$ cat src/rtl/mon_snap_pkg.sv
package mon_snap_pkg;

    parameter int CNT_W  = 16;
    parameter int EVN_W  = 16;
    parameter int OCC_W  = 5;
    parameter int TICK_W = 32;

    typedef logic [CNT_W-1:0] cnt_t;

    typedef struct packed {
        cnt_t n_in;
        cnt_t n_proc;
        cnt_t n_err;
    } evt_cnt_t;

    typedef struct packed {
        logic              is_stop;
        logic [TICK_W-1:0] tick;
    } ts_rec_t;

    typedef enum logic {
        SNAP_EMPTY = 1'b0,
        SNAP_HELD  = 1'b1
    } hold_state_e;

    function automatic cnt_t cnt_bump(input cnt_t v, input logic en);
        return v + {{(CNT_W-1){1'b0}}, en};
    endfunction

endpackage

$ cat src/rtl/mon_evt_counters.sv
module mon_evt_counters
    import mon_snap_pkg::*;
#(
    parameter int N_FILT = 4
) (
    input  logic                          clk,
    input  logic                          rst,
    input  logic                          evt_in,
    input  logic                          done_vld,
    input  logic                          done_err,
    input  logic [N_FILT-1:0]             done_pass,
    output evt_cnt_t                      cnt_d,
    output logic [N_FILT-1:0][CNT_W-1:0]  pass_d,
    output logic [N_FILT-1:0][CNT_W-1:0]  fail_d
);

    evt_cnt_t                     cnt_q;
    logic [N_FILT-1:0][CNT_W-1:0] pass_q;
    logic [N_FILT-1:0][CNT_W-1:0] fail_q;
    logic                         good_done;

    assign good_done = done_vld & ~done_err;

    always_comb begin
        cnt_d        = cnt_q;
        cnt_d.n_in   = cnt_bump(cnt_q.n_in, evt_in);
        cnt_d.n_proc = cnt_bump(cnt_q.n_proc, good_done);
        cnt_d.n_err  = cnt_bump(cnt_q.n_err, done_vld & done_err);
    end

    for (genvar g = 0; g < N_FILT; g++) begin : g_filt
        assign pass_d[g] = cnt_bump(pass_q[g], good_done &  done_pass[g]);
        assign fail_d[g] = cnt_bump(fail_q[g], good_done & ~done_pass[g]);

        always_ff @(posedge clk) begin
            if (rst) begin
                pass_q[g] <= '0;
                fail_q[g] <= '0;
            end else begin
                pass_q[g] <= pass_d[g];
                fail_q[g] <= fail_d[g];
            end
        end
    end

    always_ff @(posedge clk) begin
        if (rst) cnt_q <= '0;
        else     cnt_q <= cnt_d;
    end

    // events-in moves by at most one per cycle, exactly one on evt_in
    p_in_step_r1: assert property (@(posedge clk) disable iff (rst)
        evt_in |=> cnt_q.n_in == $past(cnt_q.n_in) + 1'b1);

    // an errored completion never touches the filter counters
    p_err_no_filter_r2: assert property (@(posedge clk) disable iff (rst)
        (done_vld && done_err) |=> (pass_q == $past(pass_q)) && (fail_q == $past(fail_q)));

    // an errored completion bumps the error count
    p_err_count_r2: assert property (@(posedge clk) disable iff (rst)
        (done_vld && done_err) |=> cnt_q.n_err == $past(cnt_q.n_err) + 1'b1);

endmodule

$ cat src/rtl/mon_ts_ring.sv
module mon_ts_ring
    import mon_snap_pkg::*;
#(
    parameter int RING_DEPTH = 16,
    localparam int RPTR_W    = $clog2(RING_DEPTH)
) (
    input  logic              clk,
    input  logic              rst,
    input  logic              rec_start,
    input  logic              rec_stop,
    input  logic [RPTR_W-1:0] rd_idx,
    output ts_rec_t           rd_rec,
    output logic [RPTR_W-1:0] wptr,
    output logic [TICK_W-1:0] tick
);

    localparam logic [RPTR_W-1:0] LAST_SLOT = RPTR_W'(RING_DEPTH - 1);

    ts_rec_t           mem [RING_DEPTH];
    logic [RPTR_W-1:0] wptr_q;
    logic [TICK_W-1:0] tick_q;
    logic              wr_en;
    ts_rec_t           wr_rec;

    function automatic logic [RPTR_W-1:0] ptr_next(input logic [RPTR_W-1:0] p);
        return (p == LAST_SLOT) ? '0 : p + 1'b1;
    endfunction

    assign wr_en          = rec_start | rec_stop;
    assign wr_rec.is_stop = rec_stop;
    assign wr_rec.tick    = tick_q;

    always_ff @(posedge clk) begin
        if (rst) begin
            tick_q <= '0;
            wptr_q <= '0;
        end else begin
            tick_q <= tick_q + 1'b1;
            if (wr_en) wptr_q <= ptr_next(wptr_q);
        end
    end

    for (genvar s = 0; s < RING_DEPTH; s++) begin : g_slot
        always_ff @(posedge clk) begin
            if (rst)                                    mem[s] <= '0;
            else if (wr_en && wptr_q == RPTR_W'(s))     mem[s] <= wr_rec;
        end
    end

    assign rd_rec = mem[rd_idx];
    assign wptr   = wptr_q;
    assign tick   = tick_q;

    // the tick advances by one every cycle out of reset
    p_tick_step_r9: assert property (@(posedge clk) disable iff (rst)
        1'b1 |=> tick_q == $past(tick_q) + 1'b1);

    // one record advances the pointer by one slot, with wrap
    p_wptr_adv_r8: assert property (@(posedge clk) disable iff (rst)
        wr_en |=> wptr_q == ptr_next($past(wptr_q)));

    // no record, no pointer movement
    p_wptr_hold_r8: assert property (@(posedge clk) disable iff (rst)
        !wr_en |=> $stable(wptr_q));

endmodule

$ cat src/rtl/mon_snap_hold.sv
module mon_snap_hold
    import mon_snap_pkg::*;
#(
    parameter int W = 8
) (
    input  logic         clk,
    input  logic         rst,
    input  logic         capture,
    input  logic         ack,
    input  logic [W-1:0] din,
    output logic         valid,
    output logic         overrun,
    output logic [W-1:0] dout
);

    hold_state_e state_q;
    logic        ovr_q;
    logic [W-1:0] data_q;
    logic        busy;
    logic        load;

    assign busy = (state_q == SNAP_HELD) & ~ack;
    assign load = capture & ~busy;

    always_ff @(posedge clk) begin
        if (rst) begin
            state_q <= SNAP_EMPTY;
            ovr_q   <= 1'b0;
            data_q  <= '0;
        end else begin
            if (load) begin
                data_q  <= din;
                state_q <= SNAP_HELD;
            end else if (ack) begin
                state_q <= SNAP_EMPTY;
            end
            ovr_q <= (ovr_q & ~ack) | (capture & busy);
        end
    end

    assign valid   = (state_q == SNAP_HELD);
    assign overrun = ovr_q;
    assign dout    = data_q;

    // held data is frozen while it waits for the host
    p_hold_stable_r6: assert property (@(posedge clk) disable iff (rst)
        (valid && !ack) |=> $stable(data_q) && valid);

    // an overrun is only reported alongside a held snapshot
    p_ovr_implies_valid_r7: assert property (@(posedge clk) disable iff (rst)
        overrun |-> valid);

    // a plain acknowledge empties the holding set
    p_ack_clears_r7: assert property (@(posedge clk) disable iff (rst)
        (ack && !capture) |=> !valid && !overrun);

endmodule

$ cat src/rtl/mon_snapshot_unit.sv
module mon_snapshot_unit
    import mon_snap_pkg::*;
#(
    parameter int N_FILT     = 4,
    parameter int N_RX       = 2,
    parameter int RING_DEPTH = 16,
    localparam int RPTR_W    = $clog2(RING_DEPTH)
) (
    input  logic                     clk,
    input  logic                     rst,
    input  logic                     evt_in,
    input  logic                     done_vld,
    input  logic                     done_err,
    input  logic                     done_mon,
    input  logic [EVN_W-1:0]         done_evnum,
    input  logic [N_FILT-1:0]        done_pass,
    input  logic [OCC_W-1:0]         occ_in,
    input  logic [OCC_W-1:0]         occ_out,
    input  logic [N_RX*OCC_W-1:0]    occ_rx,
    input  logic                     proc_start,
    input  logic                     proc_stop,
    input  logic [RPTR_W-1:0]        ring_rd_idx,
    output logic                     ring_rd_stop,
    output logic [TICK_W-1:0]        ring_rd_tick,
    output logic [RPTR_W-1:0]        ring_wptr,
    output logic [TICK_W-1:0]        now_tick,
    input  logic                     host_ack,
    output logic                     snap_valid,
    output logic                     snap_overrun,
    output logic [EVN_W-1:0]         snap_evnum,
    output logic [CNT_W-1:0]         snap_n_in,
    output logic [CNT_W-1:0]         snap_n_proc,
    output logic [CNT_W-1:0]         snap_n_err,
    output logic [N_FILT*CNT_W-1:0]  snap_pass,
    output logic [N_FILT*CNT_W-1:0]  snap_fail,
    output logic [OCC_W-1:0]         snap_occ_in,
    output logic [OCC_W-1:0]         snap_occ_out,
    output logic [N_RX*OCC_W-1:0]    snap_occ_rx,
    output logic [RPTR_W-1:0]        snap_wptr
);

    localparam int SNAP_W = EVN_W + 3*CNT_W + 2*N_FILT*CNT_W + (2 + N_RX)*OCC_W + RPTR_W;

    evt_cnt_t                     cnt_d;
    logic [N_FILT-1:0][CNT_W-1:0] pass_d;
    logic [N_FILT-1:0][CNT_W-1:0] fail_d;
    ts_rec_t                      rd_rec;
    logic [SNAP_W-1:0]            live_vec;
    logic [SNAP_W-1:0]            held_vec;
    logic                         capture;

    mon_evt_counters #(.N_FILT(N_FILT)) u_counters (
        .clk       (clk),
        .rst       (rst),
        .evt_in    (evt_in),
        .done_vld  (done_vld),
        .done_err  (done_err),
        .done_pass (done_pass),
        .cnt_d     (cnt_d),
        .pass_d    (pass_d),
        .fail_d    (fail_d)
    );

    mon_ts_ring #(.RING_DEPTH(RING_DEPTH)) u_ring (
        .clk       (clk),
        .rst       (rst),
        .rec_start (proc_start),
        .rec_stop  (proc_stop),
        .rd_idx    (ring_rd_idx),
        .rd_rec    (rd_rec),
        .wptr      (ring_wptr),
        .tick      (now_tick)
    );

    assign ring_rd_stop = rd_rec.is_stop;
    assign ring_rd_tick = rd_rec.tick;

    assign capture  = done_vld & done_mon;
    assign live_vec = {done_evnum, cnt_d.n_in, cnt_d.n_proc, cnt_d.n_err,
                       pass_d, fail_d, occ_in, occ_out, occ_rx, ring_wptr};

    mon_snap_hold #(.W(SNAP_W)) u_hold (
        .clk     (clk),
        .rst     (rst),
        .capture (capture),
        .ack     (host_ack),
        .din     (live_vec),
        .valid   (snap_valid),
        .overrun (snap_overrun),
        .dout    (held_vec)
    );

    assign {snap_evnum, snap_n_in, snap_n_proc, snap_n_err, snap_pass, snap_fail,
            snap_occ_in, snap_occ_out, snap_occ_rx, snap_wptr} = held_vec;

    // a free flagged completion yields a held copy stamped with its number
    p_capture_stamp_r3: assert property (@(posedge clk) disable iff (rst)
        (capture && !(snap_valid && !host_ack)) |=> snap_valid && snap_evnum == $past(done_evnum));

    // the held pointer is the history pointer of the capture cycle
    p_capture_wptr_r11: assert property (@(posedge clk) disable iff (rst)
        (capture && !(snap_valid && !host_ack)) |=> snap_wptr == $past(ring_wptr));

endmodule

$ cat config.mk
export PLATFORM = sky130hd
export DESIGN_NAME = mon_snapshot_unit
export DESIGN_NICKNAME = d
export VERILOG_FILES = /design/src/rtl/mon_snap_pkg.sv /design/src/rtl/mon_evt_counters.sv /design/src/rtl/mon_ts_ring.sv /design/src/rtl/mon_snap_hold.sv /design/src/rtl/mon_snapshot_unit.sv
export SDC_FILE = /design/constraint.sdc
export NUM_CORES = 1
export LEC_CHECK = 0
export ABC_AREA = 1
export BUFFER_PORTS_ARGS = -buffer_cell sky130_fd_sc_hd__buf_2
export CAP_MARGIN = 20
export CELL_PAD_IN_SITES_DETAIL_PLACEMENT = 0
export CELL_PAD_IN_SITES_GLOBAL_PLACEMENT = 2
export CORE_ASPECT_RATIO = 0.9
export CORE_MARGIN = 2
export CORE_UTILIZATION = 39
export DETAILED_ROUTE_END_ITERATION = 8
export HOLD_SLACK_MARGIN = 0.08
export PLACE_DENSITY = 0.82
export SETUP_SLACK_MARGIN = 0.4
export SYNTH_ARGS = -nofsm -noshare
export SYNTH_HDL_FRONTEND = slang
export SYNTH_HIERARCHICAL = 1
export SYNTH_SLANG_ARGS = --single-unit
$ cat constraint.sdc
create_clock -name clk -period 5.93 [get_ports clk]
set_clock_uncertainty 0.15 [all_clocks]
set_input_delay 0.8895 -clock clk [delete_from_list [all_inputs] [get_ports clk]]
set_output_delay 0.8895 -clock clk [all_outputs]
set_load 0.02 [all_outputs]
Word level (Yosys, flattened, before mapping)
Memories as Yosys holds them, arrays and structs flattened. Cells that the tools add are included.

Bits in registers: 430. RAM bits: 528. Input port bits: 53. Output and inout bits: 287. Word-level logic and storage cells: 172. Memories kept: 1.

$add $sub $neg: 13. Eq/ne operators: 15. Mux-type cells: 69. Bitwise logic cells: 40. Reductions and logical operators: 18.

Memory list: u_ring.mem (depth 16, width 33, read ports 1, clocked after Yosys merged registers in 0, wr ports 16, RTL line mon_ts_ring.sv:19) `ts_rec_t mem [RING_DEPTH];`.

Operators by type and width (number): $mux W33 (16); $add A16 B1 Y16 (11); $mux W1 (52); $add A32 B1 Y32 const B (1); $eq A4 B4 Y1 const B (8); $or A1 B1 Y1 (18); $eq A4 B3 Y1 const B (4); $logic_and A1 B1 Y1 (16); $and A1 B1 Y1 (15); $eq A4 B2 Y1 const B (2); $not A1 Y1 (7); $add A4 B1 Y4 const B (1); $eq A4 B1 Y1 const B (1); $logic_not A4 Y1 (1); $mux W4 (1); $reduce_bool A2 Y1 (1).

Longest topological paths before layout
Gate-level depths: netlist of run 1.

Word-level depth: 6. Depth in mapped cells: 18. Mapped depth without buffers: 18.

Hierarchy
Netlist of run 1, hierarchy kept.

By module, submodules not included: mon_ts_ring (instances 1, cells each 2659, area each 25602.1 µm², sequential area each 16575.9 µm²); mon_snap_hold (instances 1, cells each 1426, area each 9721.8 µm², sequential area each 4364.2 µm²); mon_evt_counters (instances 1, cells each 1392, area each 9208.8 µm², sequential area each 3523.4 µm²); mon_snapshot_unit (instances 1, cells each 2, area each 7.5 µm², sequential area each 0.0 µm²).

Worst setup path after synthesis of run 1
No wires, ideal clock.

Path type: input-to-reg. Start: input port proc_stop. End: memory u_ring/mem[11][0] in the netlist's numbering (enable). Library setup time: 0.469 ns. Arrival time: 3.700 ns. Data required time: 5.311 ns. Slack: 1.612 ns. Stages: 4. Cell sequence: nor2_1 > nor2_1 > inv_1 > o21ai_0.

RTL lines: start, declared (RTL line mon_snapshot_unit.sv:21) `input logic proc_stop,`; end, declared (RTL line mon_ts_ring.sv:19).

Worst setup path in the final report of run 1
Start: input port ring_rd_idx[1]. End: output port ring_rd_stop.

Cells in the longest elaborated chain, start to end: 1.

RTL lines: start, declared (RTL line mon_snapshot_unit.sv:22) `input logic [RPTR_W-1:0] ring_rd_idx,`; $mem_v2 Z16 W33; end, declared (RTL line mon_snapshot_unit.sv:23) `output logic ring_rd_stop,`.

Every way passes these cells.

==> results.md, run 1 <==
* TritonCTS Buffers at 110
* Hold WS at 313.2 ps
* Critical Path Sink Type: primary output
* Top-area cell type share of the netlist area at 0.3560
* Initial antenna violation count at 2
* Largest net degree at the start of global routing at 162
* Slew HR at 0.2200
* DRC viols at 0
* RePlAce Congestion at 0.7730
* Met2 routed WL at 63830 um
* GRT Total Usage at 0.2290
* Leak at 20.68 nW
* Hpwl dp at 78920 um
* Met3 WL post-DR at 8504 um
* Number of global-route vias before repair at 34560
* Largest area contributor in the netlist: edfxtp_1
* Clk Latency, worst-skew pair at 700 ps
* Fin cells at 7237
* Fmax at 229.9 MHz
* Antenna-violating nets left at 0
* Iteration-0 DRC Markers at 2979
* Fin crit period at 4351 ps
* Post-CTS setup buffer count at 0
* Routed WL per cell at 18.84 um
* Worst endpoint required time at 4890 ps
* Die Span Y at 324.6 um
* Row cnt at 117
* Status: finished, final reports clean
* First-pass GRT wire length at 209100 um
* Slew of the pin with the lowest slew margin at 1170 ps
* Post_cts resized at 0
* Reg area at 0.02446 mm2
* WL met1 at 61080 um
* # setup viols final at 0
* WP data arrival at 3310 ps
* CTS tree: done
* H-Tree Depth at 3
* Post-CTS Hold Buffers at 0
* Number of synthesized register bits at 958
* Post-Syn Instances at 5479
* DIE AREA at 0.1169 mm2
* CTS sink cnt at 958
* GRT overflow at 0
* Share of the yosys chip area belonging to registers at 0.5492
* Total Nets Final at 5740
* Clk slew on worst S/H paths at 60 ps
* Placed cell count at 7034
* DRT Pass-1 Iters at 5
* Multi-input logic area at 0.01624 mm2
* Peak supply drop at 234.0 uV
* PwrDens at 306.0 mW/mm2
* Critical path fanouts, max at 91
* Ports at 340
* CP Class: input port to primary output
* Final setup TNS at 0 ps
* Post-Syn Nets at 5560
* CORE AREA at 0.1132 mm2
* Fillers at 11370
* Yosys Warn Count at 6
* DIE WIDTH at 360.2 um
* Routed wire length at 136400 um
* Root buf cell: clkbuf_16
* Unique masters post-synth at 42
* Top Layer Used: met5
* Layout area overhead at 14.02%
* Most area-consuming cells after synthesis: edfxtp_1 36%, dfxtp_1 19%, nor2_1 11%
* Vias at 36180
* Ratio of cells with drive above 1 in the final layout at 0.1151
* Crit path launch type: input port
* DR vias/cell at 5.000
* Worst Hold Class: input port to flop
* Syn_area_per_cell at 8.129 um2
* Fin crit share at 0.7337
* Hold Vio Cnt, Final at 0
* Initial Utilization at 0.3936
* Max-cap viol count at 0
* Dominant synthesized flop cell: edfxtp_1
* R2R Setup Slk at 2640 ps
* Max-slew violations at 0
* EDFF count, synth at 528
* N_diodes at 0
* Mapped Area at 0.04454 mm2
* Synth async-reset ratio at 0
* RSZ-0062 raised after global routing: no
* Clk buf depth at 3
* Port Buffer Count at 339
==> report_power, final <==
| part | internal [mW] | switching (mW) | leakage, nW |
|---|---|---|---|
| registers | 7.27 | 0.0990 | 8.88 |
| logic | 0.370 | 0.990 | 9.99 |
| clock network | 4.02 | 2.79 | 1.81 |
==> per-stage QoR <==
step                      setup slack, ps  cell area, um2  power (mW)  utilization
after floorplan                      1612           44540       8.383            -
after global placement               1649           47140       8.872       0.4166
after detailed placement             1665           47140       8.880       0.4166
after CTS                            1656           50780       15.73       0.4488
after global routing                 1408           50780       16.15       0.4488
final                                1579           50780       15.54       0.4488
==> cell usage in the layout, fill, tap and decap left out, drive strengths merged, types with 2 or more instances in the layout <==
| cell | n |
|---|---|
| nor2 | 1347 |
| nand2 | 903 |
| inv | 602 |
| nand3 | 529 |
| edfxtp | 528 |
| dfxtp | 430 |
| buf | 401 |
| a21oi | 325 |
| o21ai | 216 |
| clkbuf | 159 |
| o211ai | 69 |
| clkinv | 49 |
| xor2 | 39 |
| nor2b | 30 |
| ha | 28 |
| nand4 | 27 |
| nor3 | 27 |
| xnor2 | 14 |
| or2 | 9 |
| bufinv | 6 |
| and2b | 4 |
| nand3b | 2 |
| o21bai | 2 |
==> final cells by class <==
type | instances | share of cell area
Sequential cell | 958 | 0.4817
Multi-Input combinational cell | 3575 | 0.3198
Clock buffer | 159 | 0.06344
Inverter | 613 | 0.04570
Timing Repair Buffer | 401 | 0.04437
Tap cell | 1487 | 0.03664
Clock inverter | 44 | 0.008303
==> metal layers <==
layer / vias up / global-route usage
li1: 17950 / -
met1: 17090 / 0.3091
met2: 964 / 0.3822
met5: - / 0
met4: 2 / 0.05252
met3: 183 / 0.04060
==> worst paths after layout <==
kind                                        from                 end  cells after the start
worst min-delay path                    host_ack      u_hold/overrun                      4
worst max-delay path              ring_rd_idx[1]        ring_rd_stop                     10
worst min register to register  u_hold/dout[204]    u_hold/dout[204]                      2
worst max register to register    u_ring/wptr[3]  u_ring/mem[10][25]                      5
==> critical path, stage by stage <==
cell     delay [ps]
buf_2            90
buf_4           240
inv_6           600
buf_4           500
nor2_1           80
o21ai_0          80
nand3_1          90
nand3_1         140
nand2_1         210
buf_2           240
==> kinds of logic (layout without fill, tap and decap cells) <==
family,after synthesis,count (layout),synth area share
xor gates and xnor gates,53,53,0.01093
DFF,958,958,0.5492
AOI/OAI and AO/OA,614,614,0.07309
adders and majority gates,28,28,0.007866
and+or+nand+nor,2880,2880,0.2670
buffers and inverters,946,1217,0.09189
==> Yosys cell counts, drive strengths merged, types with 2 or more instances <==
master  count
nand3     529
xor2       39
o21bai      2
nor2     1347
or2         9
clkinv     13
ha         28
nand3b      2
edfxtp    528
o211ai     69
a21oi     325
nand4      27
dfxtp     430
nand2     903
and2b       4
o21ai     216
xnor2      14
nor2b      30
clkbuf     91
buf       242
inv       600
nor3       27
==> registers in the layout (all words and copies together) (netlist names) <==
signal and cells:
u_counters/cnt_q 48, u_counters/fail_q 64, u_counters/pass_q 64, u_hold/dout 216, u_hold/overrun 1, u_hold/valid 1, u_ring/mem 528, u_ring/tick 32
u_ring/wptr 4
No activity file was read; power rests on OpenSTA's default activity.
==> run 2, diff against run 1 <==
- ABC_AREA: 1 -> 0
- CORE_UTILIZATION: 39 -> 42
- PLACE_DENSITY: 0.82 -> 0.77
- clock period: 5.93 -> 4.3 ns (I/O delays scaled with it)
==> run 2 against run 1 <==
- clock power rose by 28%
- power rose by 29%
- flip-flop and latch count did not move
- count of clock-buffer cells in the layout fell by 24
- highest routed layer unchanged
- via count fell by 25%
- routed wire length fell by 14%
- worst hold slack got worse by 180 ps
- cell count fell by 29%
- largest cell class unchanged
- sequential power rose by 36%
- critical path type unchanged
- largest power group unchanged
- first-iteration DRC count fell by 29%
==> results.md, run 2 <==
* Status: finished, final reports clean
* RePlAce Congestion at 0.7890 (+2.1%)
* Commonest non-fill, non-tap cells in the layout: 528 x edfxtp_1, 503 x and2_1, 435 x nand2b_1
* Critical path fanouts, max at 39 (-57%)
* Fraction of synthesized area in multiplexers at 0.1387 (+0.1387)
* Post-synthesis compound-gate area fraction at 0.008080 (-0.06501)
* Crit path launch type: input port
* Final WS setup at 708.6 ps (-870.8 ps)
* TritonCTS Buffers at 103 (-6.4%)
* Final instance area at 0.05008 mm2 (-1.4%)
* EDFF count, synth at 528 (unchanged)
* Routed wire length at 117000 um (-14%)
* Die Span Y at 307.7 um (-5.2%)
* Number of global-route vias before repair at 27350 (-21%)
* H-Tree Depth at 3 (unchanged)
* Synth async-reset ratio at 0 (unchanged)
* Clk Latency, worst-skew pair at 670 ps (-30 ps)
* DIE WIDTH at 341.5 um (-5.2%)
* Max-cap viol count at 0 (unchanged)
* Vias at 26970 (-25%)
* Post-CTS setup buffer count at 0 (unchanged)
* GRT Total Usage at 0.2209 (-0.008091)
* Post-Syn Instances at 3411 (-38%)
* Antenna-violating nets left at 0 (unchanged)
* Final setup TNS at 0 ps (unchanged)
* Synth Area in Adders at 0.008138 (+0.0002725)
* Most common cell after layout, fill and taps aside: edfxtp_1
* Row cnt at 111 (-5.1%)
* Fin crit share at 0.8352
* DRC viols at 0 (unchanged)
* Layout area overhead at 16.33%
* Pre-CTS WS at 644.8 ps (-1020 ps)
* Slew HR at 0.3878 (+0.1679)
* RSZ-0062 raised after global routing: no
* Peak supply drop at 303.6 uV (+30%)
* Reg with most FFs: u_ring/mem
* CP Class: input port to primary output
* Fmax at 278.4 MHz
* Clk buf depth at 3 (unchanged)
* DR vias/cell at 5.230 (+4.6%)
* Share of the yosys chip area belonging to registers at 0.5683 (+0.01903)
* GRT overflow at 0 (unchanged)
* # setup viols final at 0 (unchanged)
* Synth Area in Simple Gates at 0.2126 (-0.05437)
* Root buf cell: clkbuf_16
* CTS tree: done
* Ratio of cells with drive above 1 in the final layout at 0.2083 (+0.09314)
* Mapped Area at 0.04305 mm2 (-3.3%)
* DP Area at 0.04643 mm2 (-1.5%)
* Post-Route Utilization at 0.4926 (+0.04384)
* Clk slew on worst S/H paths at 60 ps (about the same)
* WP data arrival at 2800 ps (-510 ps)
* Slew of the pin with the lowest slew margin at 918.3 ps (-251.8 ps)
* Placed cell count at 4935 (-30%)
* Iteration-0 DRC Markers at 2116 (-29%)
* Hold Vio Cnt, Final at 0 (unchanged)
* Worst Hold Class: input port to flop
* Total Nets Final at 3801 (-34%)
* Unique masters post-synth at 49 (+17%)
* CORE AREA at 0.1017 mm2 (-10%)
* Hpwl dp at 71750 um (-9.1%)
* Fin crit period at 3591 ps
* Largest family of logic cells by synthesized area: simple AND/OR/NAND/NOR gates
* CTS sink cnt at 958 (unchanged)
* Routed WL per cell at 22.69 um (+20%)
* Port Buffer Count at 339 (unchanged)
* Max FFs per register at 528 (unchanged)
* Commonest cells in the synthesized netlist: 528 x edfxtp_1, 503 x and2_1, 435 x nand2b_1, 430 x dfxtp_1, 217 x mux2i_1
* Largest area contributor in the netlist: edfxtp_1
* PwrDens at 400.9 mW/mm2 (+31%)
* Most area-consuming cells after synthesis: edfxtp_1 37%, dfxtp_1 20%, mux4_2 8.6%
* XOR/XNOR share of the synthesized area at 0.03438 (+0.02346)
* Post-Syn Nets at 3492 (-37%)
* Largest net degree at the start of global routing at 245 (+51%)
* Yosys Warn Count at 6 (unchanged)
* Worst endpoint required time at 3500 ps (-1390 ps)
* Syn_area_per_cell at 12.62 um2 (+55%)
* DRT Pass-1 Iters at 6 (+1)
* Fin cells at 5157 (-29%)
* Top-area cell type share of the netlist area at 0.3683 (+0.01233)
* Power, Total at 20.08 mW (+29%)
* Dominant synthesized flop cell: edfxtp_1
* Number of synthesized register bits at 958 (unchanged)
* DIE AREA at 0.1051 mm2 (-10%)
* Leak at 19.12 nW (-7.5%)
* Post-CTS Hold Buffers at 36 (+36)
* Initial Utilization at 0.4234 (+0.02984)
* Max-slew violations at 0 (unchanged)
* Ports at 340 (unchanged)
* Initial antenna violation count at 4 (+2)
* Hold WS at 130.7 ps (-182.5 ps)
* Most common cell in the synthesized netlist: edfxtp_1
* Critical Path Sink Type: primary output
* Post_cts resized at 0 (unchanged)
* First-pass GRT wire length at 174200 um (-17%)
==> run 2: cell count changes in the layout (fill, tap and decap cells not counted), moves of 217 or more <==
cell and delta:
nor2_1 -1271, mux2i_1 +217, a21oi_1 -308, nand2_1 -840
nand3_1 -432, nand2b_1 +435, and2_1 +502, inv_1 -562
==> run 2: cell type report <==
type                            instances  area, um2
Fill cell                            8882      51580
Sequential cell                       958      24460
Multi-Input combinational cell       2166      17500
Timing Repair Buffer                  460       3017
Clock buffer                          135       2809
Tap cell                             1356       1697
Clock inverter                         48      471.7
Inverter                               31      116.4
Antenna cell                            3      7.507
==> run 2: cells by family after synthesis <==
group / Yosys count
AOI/OAI and AO/OA: 52
xor gates and xnor gates: 169
adders and majority gates: 28
buffers and inverters: 287
DFF: 958
muxes: 389
and+or+nand+nor: 1528
==> run 2: worst paths after layout <==
check | from | end | slack (ps) | cells past startpoint
worst max register to register | u_ring/tick[8] | u_ring/tick[31] | 1350 | 4
worst min-delay path | occ_rx[5] | u_hold/dout[9] | 130 | 3
worst min register to register | u_hold/dout[111] | u_hold/dout[111] | 320 | 2
worst max-delay path | ring_rd_idx[0] | ring_rd_tick[25] | 710 | 5
==> run 2: metal layers <==
metal | vias to the layer above | wire length (um) | global-route usage
met5 | - | 13 | 0
met4 | 2 | 2907 | 0.05747
met3 | 181 | 9199 | 0.05457
met2 | 869 | 56340 | 0.3696
met1 | 13410 | 48560 | 0.2864
li1 | 12510 | - | -
==> run 2: worst max-delay path, cell delays in order <==
cell      delay, ps
clkbuf_8        470
buf_4           390
mux4_2          550
mux4_2          530
buf_2           190
==> run 2: where the power goes <==
group / switching [mW] / internal [mW]
Clock: 3.69 / 5.01
Combinational: 0.809 / 0.559
Sequential: 0.0975 / 9.91
Total: 4.60 / 15.5
==> run 3, diff against run 2 <==
- ABC_AREA: 0 -> 1
- CORE_UTILIZATION: 42 -> 36
- PLACE_DENSITY: 0.77 -> 0.76
- clock period: 4.3 -> 3.7 ns (I/O delays scaled with it)
==> run 3 against run 2 <==
- first-iteration DRC count grew 30%
- worst hold slack gained 36 ps
- final area grew 3.8%
- register-to-register slack lost 660 ps
- critical path depth is the same
- sequential share of layout area shrank 1.8 points
- sequential power grew 18%
- global-route usage grew 0.22 points
- core utilization shrank 6.9 points
- routed wire length grew 22%
- power grew 23%
- non-clock buffer count grew 17
- critical path type is now flop to flop
==> results.md, run 3 (synthesized netlist as in run 1, its figures left out) <==
* Critical Path Sink Type: flop
* Commonest non-fill, non-tap cells in the layout: 1326 x nor2_1, 898 x nand2_1, 591 x inv_1
* Final instance area at 0.05200 mm2 (+3.8%)
* Reg area at 0.02446 mm2 (unchanged)
* Critical path origin: u_ring/wptr[3]
* Number of global-route vias before repair at 34800 (+27%)
* Final WS setup at 691.8 ps (-16.76 ps)
* DIE AREA at 0.1266 mm2 (+20%)
* PwrDens at 474.9 mW/mm2 (+18%)
* Status: finished, final reports clean
* DRT Pass-1 Iters at 5 (-1)
* CP max stage delay at 940 ps (+390 ps)
* DR vias/cell at 4.885 (-6.6%)
* Reg with most FFs: u_ring/mem
* Hold Vio Cnt, Final at 0 (unchanged)
* Launch point of the worst reg-to-reg path: u_ring/wptr[3]
* DRC viols at 0 (unchanged)
* Hold Path Origin: done_err
* Post-CTS Hold Buffers at 41 (+14%)
* Ratio of cells with drive above 1 in the final layout at 0.1179 (-0.09037)
* Slowest cell on crit path: o21ai_4
* DIE WIDTH at 374.8 um (+9.8%)
* Iteration-0 DRC Markers at 2750 (+30%)
* Clk slew on worst S/H paths at 60 ps (about the same)
* Routed WL per cell at 19.21 um (-15%)
* Fin cells at 7440 (+44%)
* Max-cap viol count at 0 (unchanged)
* Slew HR at 0.2537 (-0.1342)
* Root buf cell: clkbuf_16
* Multi-input logic area at 0.01624 mm2 (-7.2%)
* Port Buffer Count at 339 (unchanged)
* CORE AREA at 0.1229 mm2 (+21%)
* Largest net degree at the start of global routing at 171 (-30%)
* Max-slew violations at 0 (unchanged)
* Initial Utilization at 0.3625 (-0.06098)
* Clk Latency, worst-skew pair at 710 ps (+40 ps)
* H-Tree Depth at 3 (unchanged)
* RSZ-0062 raised after global routing: no
* CTS tree: done
* Worst Hold Class: input port to flop
* Fmax at 332.4 MHz
* Pre-CTS WS at 461.9 ps (-182.9 ps)
* # setup viols final at 0 (unchanged)
* Placed cell count at 7194 (+46%)
* Peak supply drop at 371.6 uV (+22%)
* Crit path launch type: flop
* GRT overflow at 0 (unchanged)
* Most common cell after layout, fill and taps aside: nor2_1
* Worst endpoint required time at 3940 ps (+440 ps)
* GRT Total Usage at 0.2231 (+0.002162)
* Crit path cell chain: inv_1 > nor2_1 > inv_1 > o21ai_4 > buf_12
* Vias at 36350 (+35%)
* Routed wire length at 142900 um (+22%)
* Row cnt at 122 (+9.9%)
* WP data arrival at 3250 ps (+450 ps)
* CP most frequent cell: inv_1
* Leak at 21.15 nW (+11%)
* Critical path fanouts, max at 18 (-54%)
* Initial antenna violation count at 4 (unchanged)
* DP Area at 0.04813 mm2 (+3.7%)
* First-pass GRT wire length at 216300 um (+24%)
* CTS sink cnt at 958 (unchanged)
* Die Span Y at 337.7 um (+9.7%)
* Post-CTS setup buffer count at 0 (unchanged)
* Ports at 340 (unchanged)
* Fin crit share at 0.8130
* CP Class: flop to flop
* TritonCTS Buffers at 109 (+5.8%)
* Post_cts resized at 0 (unchanged)
* Clk buf depth at 3 (unchanged)
* RePlAce Congestion at 0.7851 (-0.49%)
* Slew of the pin with the lowest slew margin at 1115 ps (+197.0 ps)
* Fillers at 12390 (+40%)
* Layout area overhead at 16.75%
* Max FFs per register at 528 (unchanged)
* Antenna-violating nets left at 0 (unchanged)
* Hpwl dp at 87360 um (+22%)
* Total Nets Final at 5815 (+53%)
* Fin crit period at 3008 ps
* Final setup TNS at 0 ps (unchanged)
[run 3: changes by cell type in the layout (fill, tap and decap cells not counted), moves of 217 or more]
cell,delta
nor2_1,+1271
nand2_1,+840
inv_1,+562
and2_1,-502
nand2b_1,-435
nand3_1,+432
a21oi_1,+308
mux2i_1,-217
[run 3: path summary, 6_finish.rpt]
kind	to	slack, ps	cells past startpoint
worst min register to register	u_hold/dout[7]	320	2
worst max register to register	u_ring/mem[9][12]	690	5
worst max-delay path	u_ring/mem[9][12]	690	5
worst min-delay path	u_counters/cnt_q[0]	170	6
[run 3: area by class of cell]
| cell class | count | area share |
|---|---|---|
| Inverter | 613 | 0.04463 |
| Sequential cell | 958 | 0.4705 |
| Clock inverter | 62 | 0.008975 |
| Tap cell | 1612 | 0.03879 |
| Timing Repair Buffer | 477 | 0.06735 |
| Antenna cell | 1 | 0.00004812 |
| Clock buffer | 142 | 0.05741 |
| Multi-Input combinational cell | 3575 | 0.3123 |
[run 3: report_power, final]
part / switching [mW] / internal [mW]
clock network: 4.50 / 6.07
logic: 1.60 / 0.702
registers: 0.171 / 11.7
[run 3: through the flow]
stage	utilization	hold slack, ps	total power [mW]
CTS	0.4232	108.7	25.03
detailed placement	0.3917	310.0	14.35
floorplan	-	311.0	13.43
global route	0.4232	181.9	25.68
finish	0.4232	166.8	24.70
global placement	0.3917	305.5	14.33
[run 3: layer usage]
layer  part of all wire  vias to the layer above  track usage
met5                  0                        -            0
met4              0.024                        0      0.05499
met3              0.059                      184      0.04441
met2               0.46                      814       0.3674
met1               0.45                    17260       0.3009
li1                   -                    18090            -
[run 3: critical path, delay by kind of cell, from the launching register on]
family	cells	cell delay, ps
simple gates	1	380
buf+inv	3	670
compound gates	1	940
flops	1	540
